$ cat src/rtl/dpa_pkg.sv
package dpa_pkg;

    // Counter action chosen each cycle; load has priority over a step
    typedef enum logic [1:0] {
        CNT_HOLD = 2'd0,
        CNT_LOAD = 2'd1,
        CNT_INC  = 2'd2,
        CNT_DEC  = 2'd3
    } cnt_op_e;

    function automatic cnt_op_e pick_op(input logic load, input logic stp, input logic down);
        if (load)      return CNT_LOAD;
        else if (!stp) return CNT_HOLD;
        else if (down) return CNT_DEC;
        else           return CNT_INC;
    endfunction

endpackage

$ cat src/rtl/dpa_page_reg.sv
module dpa_page_reg #(
    parameter int PAGE_W = 8
) (
    input  logic              clk,
    input  logic              rst_n,
    input  logic              we,
    input  logic [PAGE_W-1:0] wdata,
    output logic [PAGE_W-1:0] page
);

    typedef struct packed {
        logic [PAGE_W-1:0] page;
    } page_state_t;

    page_state_t st_d, st_q;

    always_comb begin
        st_d = st_q;
        if (we) begin
            st_d.page = wdata;
        end
    end

    always_ff @(posedge clk) begin
        if (!rst_n) begin
            st_q <= '0;
        end else begin
            st_q <= st_d;
        end
    end

    assign page = st_q.page;

endmodule

$ cat src/rtl/dpa_counter.sv
module dpa_counter
    import dpa_pkg::*;
#(
    parameter int CNT_W     = 16,
    parameter bit WORD_MODE = 1'b1
) (
    input  logic             clk,
    input  logic             rst_n,
    input  logic             load,
    input  logic [CNT_W:0]   load_ofs,
    input  logic             stp,
    input  logic             down,
    output logic [CNT_W-1:0] cnt,
    output logic             wrap
);

    localparam logic [CNT_W-1:0] ONE = {{(CNT_W-1){1'b0}}, 1'b1};

    typedef struct packed {
        logic [CNT_W-1:0] cnt;
        logic             wrap;
    } cnt_state_t;

    cnt_state_t       st_d, st_q;
    logic [CNT_W-1:0] load_val;
    cnt_op_e          op;

    // Word channels count 16-bit units: drop the byte-select bit
    generate
        if (WORD_MODE) begin : g_word_load
            logic unused_ofs_lsb;
            assign unused_ofs_lsb = load_ofs[0];
            assign load_val       = load_ofs[CNT_W:1];
        end else begin : g_byte_load
            logic unused_ofs_msb;
            assign unused_ofs_msb = load_ofs[CNT_W];
            assign load_val       = load_ofs[CNT_W-1:0];
        end
    endgenerate

    always_comb begin
        op        = pick_op(load, stp, down);
        st_d      = st_q;
        st_d.wrap = 1'b0;
        case (op)
            CNT_LOAD: st_d.cnt = load_val;
            CNT_INC: begin
                st_d.cnt  = st_q.cnt + ONE;
                st_d.wrap = &st_q.cnt;
            end
            CNT_DEC: begin
                st_d.cnt  = st_q.cnt - ONE;
                st_d.wrap = (st_q.cnt == '0);
            end
            default: ;
        endcase
    end

    always_ff @(posedge clk) begin
        if (!rst_n) begin
            st_q <= '0;
        end else begin
            st_q <= st_d;
        end
    end

    assign cnt  = st_q.cnt;
    assign wrap = st_q.wrap;

endmodule

$ cat src/rtl/dpa_compose.sv
module dpa_compose #(
    parameter int PAGE_W    = 8,
    parameter int CNT_W     = 16,
    parameter bit WORD_MODE = 1'b1
) (
    input  logic [PAGE_W-1:0]       page,
    input  logic [CNT_W-1:0]        cnt,
    output logic [PAGE_W+CNT_W-1:0] addr,
    output logic [1:0]              lanes
);

    generate
        if (WORD_MODE) begin : g_word
            logic unused_page_lsb;
            assign unused_page_lsb = page[0];
            assign addr  = {page[PAGE_W-1:1], cnt, 1'b0};
            assign lanes = 2'b11;
        end else begin : g_byte
            assign addr  = {page, cnt};
            assign lanes = cnt[0] ? 2'b10 : 2'b01;
        end
    endgenerate

endmodule

$ cat src/rtl/dma_phys_addr_gen.sv
module dma_phys_addr_gen #(
    parameter bit WORD_MODE = 1'b1,
    parameter int PAGE_W    = 8,
    parameter int CNT_W     = 16
) (
    input  logic                    clk,
    input  logic                    rst_n,
    input  logic                    page_we,
    input  logic [PAGE_W-1:0]       page_wdata,
    input  logic                    cnt_load,
    input  logic [CNT_W:0]          cnt_load_ofs,
    input  logic                    step,
    input  logic                    step_down,
    output logic [PAGE_W+CNT_W-1:0] phys_addr,
    output logic [1:0]              byte_en,
    output logic                    wrap_pulse
);

    logic [PAGE_W-1:0] page_q;
    logic [CNT_W-1:0]  cnt_q;

    dpa_page_reg #(.PAGE_W(PAGE_W)) u_page (
        .clk   (clk),
        .rst_n (rst_n),
        .we    (page_we),
        .wdata (page_wdata),
        .page  (page_q)
    );

    dpa_counter #(.CNT_W(CNT_W), .WORD_MODE(WORD_MODE)) u_cnt (
        .clk      (clk),
        .rst_n    (rst_n),
        .load     (cnt_load),
        .load_ofs (cnt_load_ofs),
        .stp      (step),
        .down     (step_down),
        .cnt      (cnt_q),
        .wrap     (wrap_pulse)
    );

    dpa_compose #(.PAGE_W(PAGE_W), .CNT_W(CNT_W), .WORD_MODE(WORD_MODE)) u_comp (
        .page  (page_q),
        .cnt   (cnt_q),
        .addr  (phys_addr),
        .lanes (byte_en)
    );

endmodule

$ cat config.mk
export PLATFORM = sky130hd
export DESIGN_NAME = dma_phys_addr_gen
export DESIGN_NICKNAME = d
export VERILOG_FILES = /design/src/rtl/dpa_pkg.sv /design/src/rtl/dpa_page_reg.sv /design/src/rtl/dpa_counter.sv /design/src/rtl/dpa_compose.sv /design/src/rtl/dma_phys_addr_gen.sv
export SDC_FILE = /design/constraint.sdc
export NUM_CORES = 1
export LEC_CHECK = 0
export BUFFER_PORTS_ARGS = -buffer_cell sky130_fd_sc_hd__buf_2
export CORE_MARGIN = 2
export CORE_UTILIZATION = 35
export DETAILED_ROUTE_END_ITERATION = 7
export GPL_TIMING_DRIVEN = 0
export PLACE_DENSITY_LB_ADDON = 0.25
export SLEW_MARGIN = 20
export SYNTH_ARGS = -nofsm -noshare
export SYNTH_HDL_FRONTEND = slang
export SYNTH_HIERARCHICAL = 1
export SYNTH_SLANG_ARGS = --single-unit
$ cat constraint.sdc
create_clock -name clk -period 3.3 [get_ports clk]
set_input_delay 0.495 -clock clk [delete_from_list [all_inputs] [get_ports clk]]
set_output_delay 0.495 -clock clk [all_outputs]
set_load 0.03 [all_outputs]
; ---- Yosys cells after proc, flatten, opt, wreduce, memory -nomap -nowiden
; Index checks and enable logic that the tools add are counted.
[word_totals]
out_inout_bits = 27
wordCells = 16
regBits = 25
in_bits = 31
[op_classes]
n_mux = 5
n_reduce_logical = 3
n_addsub = 2
n_eq_ne = 3
[op_table]
columns = op, count
row1 = case mux 16 bit (3 select lines), 1
row2 = "adder 16 x 1 -> 16 bit, second input constant", 1
row3 = logical NOT 16 bit, 1
row4 = AND reduction 16 bit, 1
row5 = "subtractor 16 x 1 -> 16 bit, second input constant", 1
row6 = "== test 2 bit, second input constant", 2
row7 = two-way mux 2 bit, 2
row8 = nonzero test 3 bit, 1
row9 = "== test 2 x 1 -> 1 bit, second input constant", 1
row10 = case mux 1 bit (2 select lines), 1
row11 = two-way mux 1 bit, 1

; ---- Longest topological paths before layout
; Gate-level depths: netlist of run 1.
[depth]
word_depth = 5
ltp_mapped = 10
ltp_nobuf = 8

; ---- Cells and area by module
; The synthesis of run 1 kept the hierarchy.
[modules_own_cells]
columns = mod, seq_area_each_um2, n_inst, area_each_um2, cells_per_inst
row1 = dpa_counter, 340.3, 1, 1550.2, 198
row2 = dpa_page_reg, 160.2, 1, 301.5, 25
row3 = dpa_compose, 0.0, 1, 202.7, 28

; ---- Least setup slack after synthesis of run 1
; OpenSTA, ideal clock, no wires.
[synth_timing]
path_type = input to register
startpoint = in cnt_load
endpoint = reg u_cnt.st_q, in the netlist u_cnt/cnt[12]
setup_time_ns = 0.062
stages = 10
path_slack_ns = 0.848
t_arrival_ns = 2.390
required_ns = 3.238
n_path_buf = 2
path_cell_list = buf_2 -> nand3b_1 -> buf_6 -> xnor2_1 -> ha_1 -> or3_4 -> o21bai_2 -> a41oi_1 -> or4_1 -> nand3_1
[synth_between]
elab_chain_cells = 3
word_cells_on_any_way = 6
classes_between = 3 x eq/ne / 2 x mux / 1 x reduce/logical
[synth_lines]
columns = element, line_no
row1 = start: declaration, dma_phys_addr_gen.sv:10  ; input logic cnt_load,
row2 = two-way mux 2 bit (*), dpa_pkg.sv:12  ; if (load) return CNT_LOAD;
row3 = == test 2 bit or == test 2 x 1 -> 1 bit (tied branches), dpa_counter.sv:45  ; case (op)
row4 = case mux 16 bit (3 select lines) or nonzero test 3 bit (tied branches), --
row5 = end signal: assignment, dpa_counter.sv:63  ; st_q <= st_d;
row6 = end: declaration, dpa_counter.sv:24  ; cnt_state_t st_d, st_q;
; Mark *: on every way between the ends. The rest lies on a longest branch, timed or not.
; A chain may end at the register's enable or synchronous reset.

; ---- Worst setup path after layout of run 1
; Same ends and word-level chain as after synthesis.

==> results of run 1 <==
## final cells by class
class | instances | area (um2) | share of cell area (%)
clock inverters | 1 | 30.0 | 1.24
multi-input cells | 174 | 1170 | 48.2
well taps | 72 | 90.1 | 3.71
inverters | 6 | 22.5 | 0.927
flip-flops and latches | 24 | 480 | 19.8
plain buffers | 45 | 348 | 14.3
clock buffers | 3 | 41.3 | 1.70
repair buffers | 49 | 245 | 10.1
## metal layers
metal	global-route usage, %	vias up	routed length, um	share of wire, %
li1	-	965	-	-
met1	23.3	875	2400	45
met2	28.8	76	2500	46
met3	2.49	7	433	8.0
met4	3.73	0	60	1.1
met5	0	-	0	0
## power by group through the flow
stage          clock network (mW)  registers (mW)  logic, mW
2_1_floorplan                   0           0.336      0.237
3_3_place_gp                    0           0.343      0.301
3_5_place_dp                    0           0.343      0.304
4_1_cts                     0.282           0.337      0.305
5_1_grt                     0.292           0.341      0.331
6_report                    0.269           0.337      0.305
## state kept, by name, summed over array words and instances (netlist names)
| name | cells |
|---|---|
| u_page/page | 7 |
| u_cnt/wrap | 1 |
| u_cnt/cnt | 16 |
## critical path: stages
cell	delay (ps)
sky130_fd_sc_hd__buf_2	140
sky130_fd_sc_hd__nand3b_1	210
sky130_fd_sc_hd__buf_6	180
sky130_fd_sc_hd__xnor2_1	130
sky130_fd_sc_hd__ha_1	240
sky130_fd_sc_hd__or3_4	370
sky130_fd_sc_hd__o21bai_2	120
sky130_fd_sc_hd__a41oi_1	140
sky130_fd_sc_hd__or4_1	500
sky130_fd_sc_hd__nand3_1	80
## how the worst max path moves through the flow
stage,start,to,slack (ps),cells after the start
5_1_grt,step,u_cnt/cnt[14],810,10
3_3_place_gp,cnt_load,u_cnt/cnt[12],660,10
6_report,cnt_load,u_cnt/cnt[12],930,10
3_5_place_dp,cnt_load,u_cnt/cnt[12],660,10
4_1_cts,cnt_load,u_cnt/cnt[12],950,10
2_1_floorplan,cnt_load,u_cnt/cnt[12],850,10
## cells in the final DEF (no fill, tap or decap), types with 3 or more instances in the layout
master                     instances
sky130_fd_sc_hd__nand2b_1          3
sky130_fd_sc_hd__o211a_1           3
sky130_fd_sc_hd__and4_1            3
sky130_fd_sc_hd__buf_6             3
sky130_fd_sc_hd__and3_1            4
sky130_fd_sc_hd__buf_4            27
sky130_fd_sc_hd__nor4_1            4
sky130_fd_sc_hd__nor2_1           12
sky130_fd_sc_hd__inv_1             5
sky130_fd_sc_hd__dfxtp_1          24
sky130_fd_sc_hd__nand3_1           8
sky130_fd_sc_hd__buf_2            52
sky130_fd_sc_hd__nand3b_1          3
sky130_fd_sc_hd__or2_2             3
sky130_fd_sc_hd__nor2b_1           9
sky130_fd_sc_hd__conb_1            3
sky130_fd_sc_hd__o21ai_0          10
sky130_fd_sc_hd__a31oi_1           3
sky130_fd_sc_hd__a21oi_1          17
sky130_fd_sc_hd__nor3b_1           5
sky130_fd_sc_hd__mux2i_1          10
sky130_fd_sc_hd__clkbuf_8          8
sky130_fd_sc_hd__clkbuf_1          5
sky130_fd_sc_hd__xnor2_1          17
sky130_fd_sc_hd__nor3_1           13
sky130_fd_sc_hd__nand2_1          10
sky130_fd_sc_hd__o22ai_1           6
==> impl_summary.txt, run 1 <==
----------------------------------------------------
[Status]
  Status ... finished clean

[Routing]
  Post-route DRC ... 0
  Detail-routed via count per cell ... 5.14
  Remaining antenna violation count ... 0
  DRT Pass-1 Iters ... 4
  Routed Wire Length ... roughly 5400 um
  First DRT Iteration DRCs ... between 100 and 150
  Mean routed wirelength per cell ... 14.4 um
  Detailed-route via count ... slightly below 2000

[Worst setup path]
  Data arrival at the endpoint of the critical path ... approximately 2600 ps
  Endpoint required time on the critical path ... 3530 ps
  Startpoint of the most critical register-to-register path ... u_cnt/cnt[1]
  R2r setup slk ... approximately 1200 ps
  Worst-path maximum fanout ... 10
  Worst r2r dst ... u_cnt/cnt[14]
  Worst setup path class ... primary input to flip-flop
  Capturing element type of the critical path ... flip-flop
  Count of cells along the worst register-to-register path ... 8
  Critical path startpoint category ... primary input

[STA]
  Headroom to the max-slew limit ... between 60% and 70%
  Skew final ... 8.41 ps
  Number of pins with negative max-slew slack in the final report ... 0
  Least-Margin Pin Slew ... between 500 and 600 ps
  Post-route minimum period ... roughly 2400 ps
  Final Hold Fails ... 0
  Fmax ... 422 MHz
  Post-route setup TNS ... 0 ps
  Smallest setup slack after layout ... roughly 930 ps
  Hold Slack ... 445 ps
  Final period util ... between 70% and 80%
  Finish-stage setup viols ... 0
  Setup repair after global routing missed its margin ... no

[Power and ir drop]
  Sequential share of power ... a little under two fifths
  Switching share of power ... 32.9%
  Power density over the cells ... ~370 nW/um2
  Power consumption ... 910 uW
  Clock network fraction of design power ... 29.5%
  P_leak ... 1.09 nW
  Share of power burned in combinational logic ... 33.5%
  Cell internal power dissipation ... 611 uW
  Sw Pwr ... 300 uW
  Worst VDD drop ... around 0.22 mV

[Synthesis]
  Post-synthesis average cell area ... 8.14 um2
  Post-synth design cell area ... 2020 um2
  Instance count of the mapped netlist ... 248
  Synthesis Warnings ... 6

[Clocking]
  Number of buffers added by the clock tree synthesis step ... 3
  # H-tree levels ... 1
  Worst-skew pair later-pin latency ... approximately 280 ps
  Buffers inserted during post-CTS setup optimization ... 0
  Clock tree from TritonCTS ... done
  Worst-path clk slew ... 100 ps
  Clk sinks ... 24
  Worst-case clock buffer depth ... 2
  Resized cells post-CTS ... 0
  Number of buffers inserted by hold repair at cts ... 0
  Cell at the root of the clock tree ... sky130_fd_sc_hd__clkbuf_8

[Worst hold path]
  Number of stages on the worst hold path ... 3
  Hold EP ... u_cnt/cnt[0]
  Startpoint of the most critical hold path ... cnt_load_ofs[1]
  Path category of the worst min-delay check ... primary input to flip-flop

[Placement]
  Global placement routability congestion ... 0.919
  Setup slack after placement ... 657 ps
  Placed wire-length estimate ... 4010 um
  Count of input and output buffers ... 49
  Total placed instance area ... between 2000 and 2500 um2
  Number of placed instances with taps included ... 370

[Die]
  Die extent in x ... 79.9 um
  Chip height ... 79.9 um
  Initial Util ... 36.4%
  Number of top-level pins ... 58
  Number of rows in the core area ... 27
  Standard cell core area ... 5540 um2
  Area of the die ... 6390 um2

[Final layout]
  Area growth from synthesis to final layout ... 20.3%
  Final non-filler cell area ... about 2400 um2
  Number of nets in the layout ... 335
  Finished Core Util ... 43.8%
  Total inserted antenna cells ... 0
  Share of cells above drive strength 1 ... approximately 33%
  FILL cells ... ~610
  Number of cells in the finished layout apart from fillers ... 374

[Job]
  Max-capacitance violation count ... 0

[GRT]
  Number of antenna violations at the first check in global routing ... 0
  Overall track demand over capacity in global routing ... between 10% and 20%
  Wire length of the first global-routing pass ... around 8600 um
  Via count of the first global-routing pass ... 1772
  Residual overflow from global routing ... 0
  Largest net degree at the start of global routing ... 15

----------------------------------------------------
(Power assumes the default switching activity.)
==> inputs of run 2 (changes only) <==
--- a/config.mk
+++ b/config.mk
@@ -5,6 +5,7 @@
 export SDC_FILE = /design/constraint.sdc
 export NUM_CORES = 1
 export LEC_CHECK = 0
+export ABC_AREA = 1
 export BUFFER_PORTS_ARGS = -buffer_cell sky130_fd_sc_hd__buf_2
 export CORE_MARGIN = 2
 export CORE_UTILIZATION = 35
==> constraint.sdc (replaced) <==
create_clock -name clk -period 2.1 [get_ports clk]
set_input_delay 0.315 -clock clk [delete_from_list [all_inputs] [get_ports clk]]
set_output_delay 0.315 -clock clk [all_outputs]
set_load 0.03 [all_outputs]
==> impl_summary.txt, run 2 <==
----------------------------------------------------
[Status]
  Status ... finished clean

[Clocking]
  Resized cells post-CTS ... 0
  # H-tree levels ... 1
  Cell at the root of the clock tree ... sky130_fd_sc_hd__clkbuf_8
  Buffers inserted during post-CTS setup optimization ... 0
  Clk sinks ... 24
  Number of buffers inserted by hold repair at cts ... 0
  Clock tree from TritonCTS ... done
  Worst-path clk slew ... 90 ps
  Number of buffers added by the clock tree synthesis step ... 3
  Worst-skew pair later-pin latency ... 290 ps
  Worst-case clock buffer depth ... 2

[Die]
  Area of the die ... between 7000 and 8000 um2
  Number of top-level pins ... 58
  Chip height ... 85.2 um
  Die extent in x ... 85.2 um
  Initial Util ... between 30% and 40%
  Number of rows in the core area ... 29
  Standard cell core area ... 6350 um2

[GRT]
  Number of antenna violations at the first check in global routing ... 0
  Global-route met1 utilization ... 24.9%
  Via count of the first global-routing pass ... 2283
  Most crowded layer after global routing ... met2
  Residual overflow from global routing ... 0
  Largest net degree at the start of global routing ... 15
  Met3 track demand over resource in global routing ... 3.31%
  Met2 Usage GRT ... slightly above 30%
  Wire length of the first global-routing pass ... 10900 um
  Overall track demand over capacity in global routing ... 18.9%

[Job]
  Max-capacitance violation count ... 0

[Synthesis]
  Post-synth design cell area ... around 2300 um2
  Synthesis Warnings ... 6
  Post-synthesis average cell area ... 5.91 um2
  Instance count of the mapped netlist ... 390

[STA]
  Final period util ... 89.7%
  Skew final ... 13.2 ps
  Post-route setup TNS ... 0 ps
  Setup repair after global routing missed its margin ... no
  Post-route minimum period ... 1880 ps
  Finish-stage setup viols ... 0
  Final Hold Fails ... 0
  Fmax ... ~530 MHz
  Headroom to the max-slew limit ... roughly three fifths
  Least-Margin Pin Slew ... 615 ps
  Number of pins with negative max-slew slack in the final report ... 0

[Power and ir drop]
  Cell internal power dissipation ... approximately 930 uW
  Sequential share of power ... roughly 36%
  Power density over the cells ... roughly 540 nW/um2
  P_leak ... 1.44 nW
  Power consumption ... 1.47 mW
  Sw Pwr ... approximately 540 uW
  Worst VDD drop ... 0.366 mV
  Share of power burned in combinational logic ... 34.5%
  Switching share of power ... 36.5%
  Clock network fraction of design power ... 29.7%

[Routing]
  Mean routed wirelength per cell ... 12.9 um
  Detail-routed via count per cell ... 4.80
  First DRT Iteration DRCs ... 168
  Post-route DRC ... 0
  Routed Wire Length ... between 6000 and 7000 um
  Detailed-route via count ... 2507
  DRT Pass-1 Iters ... 5
  Remaining antenna violation count ... 0

[Placement]
  Global placement routability congestion ... roughly 1.1
  Placed wire-length estimate ... 5190 um
  Count of input and output buffers ... 50
  Total placed instance area ... approximately 2700 um2

[Worst setup path]
  Worst-path maximum fanout ... 7
  Endpoint required time on the critical path ... 2240 ps
  Worst setup path class ... flip-flop to flip-flop
  Data arrival at the endpoint of the critical path ... 2030 ps
  Critical path startpoint category ... flip-flop
  Capturing element type of the critical path ... flip-flop

[Final layout]
  Most common cell after layout, fill and taps aside ... sky130_fd_sc_hd__nand2_1
  Final non-filler cell area ... 2730 um2
  Commonest cells after routing, fill and taps aside ... sky130_fd_sc_hd__nand2_1, sky130_fd_sc_hd__buf_2, sky130_fd_sc_hd__inv_1
  Number of nets in the layout ... ~480
  FILL cells ... 722
  Largest register FFs ... 16
  Share of cells above drive strength 1 ... 27.0%
  Area growth from synthesis to final layout ... 18.3%
  Total inserted antenna cells ... 0

[Worst hold path]
  Path category of the worst min-delay check ... primary input to flip-flop

----------------------------------------------------
run 2: through the flow:
| stage | hold slack, ps | setup WS (ps) | std cells | util, % |
|---|---|---|---|---|
| finish | 298 | 216 | 522 | 43.0 |
| CTS | 293 | 148 | 522 | 43.0 |
| global route | 297 | 79.8 | 522 | 43.0 |
| detailed placement | 463 | 26.3 | 518 | 41.8 |
| floorplan | 450 | 418 | 391 | - |
| global placement | 459 | 27.4 | 518 | 41.8 |
run 2: cell type report:
class	instances	area [um2]	area share (%)
Buffer	38	302	11.0
Clock buffer	3	41.3	1.51
Clock inverter	1	30.0	1.10
Inverter	50	190	6.97
Multi-Input combinational cell	279	1340	49.0
Sequential cell	24	482	17.7
Tap cell	77	96.3	3.53
Timing Repair Buffer	50	250	9.17
run 2: path summary, 6_finish.rpt:
check,startpoint,to,slack [ps],cells past startpoint
max,u_cnt/cnt[1],u_cnt/cnt[14],220,14
min,page_we,u_page/page[2],300,4
max reg2reg,u_cnt/cnt[1],u_cnt/cnt[14],220,14
min reg2reg,u_page/page[2],u_page/page[2],470,2
run 2: power groups by stage:
stage          registers (mW)  clock network, mW  logic (mW)
2_1_floorplan           0.524                  0       0.386
5_1_grt                 0.532              0.471       0.560
6_report                0.525              0.436       0.507
3_5_place_dp            0.536                  0       0.505
4_1_cts                 0.526              0.454       0.507
3_3_place_gp            0.536                  0       0.500
run 2: worst max-delay path: stages (launching register included):
cell                      delay (ps)
sky130_fd_sc_hd__dfxtp_2         410
sky130_fd_sc_hd__inv_1            90
sky130_fd_sc_hd__nand2_1          90
sky130_fd_sc_hd__nand2_1          50
sky130_fd_sc_hd__inv_1            50
sky130_fd_sc_hd__ha_1            130
sky130_fd_sc_hd__inv_1            40
sky130_fd_sc_hd__nand2_1         130
sky130_fd_sc_hd__nand2_1          90
sky130_fd_sc_hd__o21ai_1         260
sky130_fd_sc_hd__nand2_1         150
sky130_fd_sc_hd__nand2_1          90
sky130_fd_sc_hd__nand2_1          50
sky130_fd_sc_hd__nand3_1          60
sky130_fd_sc_hd__a21oi_1          60
run 2: per-layer routing:
metal  wire [um]  up-vias
met5           0        -
met4         121        0
met3         391       10
met2        3130       86
met1        3100     1102
li1            -     1309
==> inputs of run 3 (changes only) <==
--- a/config.mk
+++ b/config.mk
@@ -12,6 +12,7 @@
 export DETAILED_ROUTE_END_ITERATION = 7
 export GPL_TIMING_DRIVEN = 0
 export PLACE_DENSITY_LB_ADDON = 0.25
+export SETUP_SLACK_MARGIN = 0.5
 export SLEW_MARGIN = 20
 export SYNTH_ARGS = -nofsm -noshare
 export SYNTH_HDL_FRONTEND = slang
==> impl_summary.txt, run 3 (synthesized netlist as in run 2, its figures left out) <==
----------------------------------------------------
[Placement]
  Setup slack after placement ... ~16 ps
  Number of placed instances with taps included ... ~520
  Global placement routability congestion ... 1.06
  Placed wire-length estimate ... 5160 um
  Count of input and output buffers ... 50

[Final layout]
  Storage element area ... 498 um2
  Commonest cells after routing, fill and taps aside ... sky130_fd_sc_hd__nand2_1, sky130_fd_sc_hd__buf_2, sky130_fd_sc_hd__inv_1
  Area growth from synthesis to final layout ... 30.5%
  FILL cells ... 698
  Largest register FFs ... 16
  Finished Core Util ... 47.4%
  Number of nets in the layout ... just under 500
  Share of cells above drive strength 1 ... a little under two fifths
  Total inserted antenna cells ... 0
  Most common cell after layout, fill and taps aside ... sky130_fd_sc_hd__nand2_1
  Multi-input gate area in the final layout ... between 1000 and 1500 um2
  Number of cells in the finished layout apart from fillers ... 531

[Routing]
  Mean routed wirelength per cell ... 13.0 um
  Detailed-route via count ... 2557
  Detail-routed via count per cell ... just under 5
  Remaining antenna violation count ... 0
  Post-route DRC ... 0
  First DRT Iteration DRCs ... 145
  Routed Wire Length ... 6930 um
  DRT Pass-1 Iters ... 4

[STA]
  Skew final ... 14.4 ps
  Smallest setup slack after layout ... 510 ps
  Final Hold Fails ... 0
  Fmax ... 629 MHz
  Number of pins with negative max-slew slack in the final report ... 0
  Headroom to the max-slew limit ... 60.3%
  Least-Margin Pin Slew ... 595 ps
  Post-route setup TNS ... 0 ps
  Final period util ... about three quarters
  Setup repair after global routing missed its margin ... yes
  Post-route minimum period ... roughly 1600 ps
  Finish-stage setup viols ... 0

[Die]
  Standard cell core area ... 6350 um2
  Die extent in x ... 85.2 um
  Initial Util ... 36.3%
  Chip height ... 85.2 um
  Area of the die ... roughly 7300 um2
  Number of top-level pins ... 58
  Number of rows in the core area ... 29

[Power and ir drop]
  P_leak ... 1.54 nW
  Power density over the cells ... 503 nW/um2
  Worst VDD drop ... a little under 0.3 mV
  Power consumption ... between 1.5 and 2 mW

[Worst setup path]
  Endpoint required time on the critical path ... 2300 ps
  Worst setup path class ... flip-flop to flip-flop
  Worst path buffer plus inverter count ... 2
  Count of cells along the worst register-to-register path ... 13
  Crit path depth ... 13
  Critical-path cell list ... nand4_1 -> nand2_1 -> inv_1 -> ha_2 -> inv_2 -> nand2_4 -> nand2_4 -> nand2_4 -> nand4_1 -> nand2_1 -> nand2_1 -> nand3_2 -> a21oi_2
  Critical path startpoint category ... flip-flop
  Cell family with most CP delay ... simple AND/OR/NAND/NOR gates
  Worst-path maximum fanout ... 4
  CP peak stage delay ... 380 ps
  Capturing element type of the critical path ... flip-flop
  Highest-delay cell along the critical path ... sky130_fd_sc_hd__dfxtp_4
  Data arrival at the endpoint of the critical path ... 1790 ps

[Worst hold path]
  Path category of the worst min-delay check ... primary input to flip-flop
  Number of stages on the worst hold path ... 3

[Clocking]
  Worst-skew pair later-pin latency ... 280 ps
  Worst-case clock buffer depth ... 2
  Worst-path clk slew ... around 90 ps
  Cell at the root of the clock tree ... sky130_fd_sc_hd__clkbuf_8
  Clk sinks ... 24
  Number of buffers added by the clock tree synthesis step ... 3
  Clock tree from TritonCTS ... done
  Number of buffers inserted by hold repair at cts ... 0
  # H-tree levels ... 1

[GRT]
  Via count of the first global-routing pass ... between 2000 and 2500
  Wire length of the first global-routing pass ... 10800 um
  Residual overflow from global routing ... 0
  Overall track demand over capacity in global routing ... 18.6%
  Number of antenna violations at the first check in global routing ... 0
  Largest net degree at the start of global routing ... 15

[Job]
  Max-capacitance violation count ... 0

[Status]
  Status ... finished clean

----------------------------------------------------
[run 3: worst min-delay path, cell delays in order]
cell and delay (ps):
sky130_fd_sc_hd__buf_2 100, sky130_fd_sc_hd__nand2_1 50, sky130_fd_sc_hd__a31oi_1 70
[run 3: layer usage]
| metal | vias to the layer above | track usage (%) | wire (um) |
|---|---|---|---|
| li1 | 1343 | - | - |
| met2 | 81 | 31.0 | 3210 |
| met3 | 12 | 3.50 | 456 |
| met5 | - | 0 | 0 |
| met1 | 1121 | 24.9 | 3170 |
| met4 | 0 | 4.04 | 96 |
[run 3: per-stage QoR]
| step | hold slack, ps | area (um2) |
|---|---|---|
| after floorplan | 450 | 2340 |
| after global placement | 459 | 2690 |
| after detailed placement | 462 | 2690 |
| after CTS | 300 | 2810 |
| after global routing | 295 | 3010 |
| final | 304 | 3010 |
[run 3: path summary, 6_finish.rpt]
check / start / to / slack (ps)
min: cnt_load_ofs[2] / u_cnt/cnt[1] / 300
max: u_cnt/cnt[1] / u_cnt/cnt[12] / 510
min reg2reg: u_page/page[4] / u_page/page[4] / 470
max reg2reg: u_cnt/cnt[1] / u_cnt/cnt[12] / 510
[run 3: cell type report]
cell class	instances	share of cell area, %
buffer	38	10.6
clock buffer	3	1.37
clock inverter	1	0.998
inverter	50	6.53
multi-input combinational	279	49.5
sequential	24	16.5
tap	77	3.20
timing repair buffer	59	11.3
[run 3: power by group]
part           leakage, nW  switching, mW  total [mW]  internal (mW)
combinational         1.30          0.347       0.563          0.216
sequential           0.202         0.0384       0.527          0.489
clock               0.0357          0.169       0.424          0.255
total                 1.54          0.554        1.51          0.960
[run 3: repair_timing]
item                       4_1_cts  5_1_grt
pin swaps                        4       12
resized for setup               10       48
cloned                           0        1
setup buffers                    3        5
setup endpoints to repair       13       11
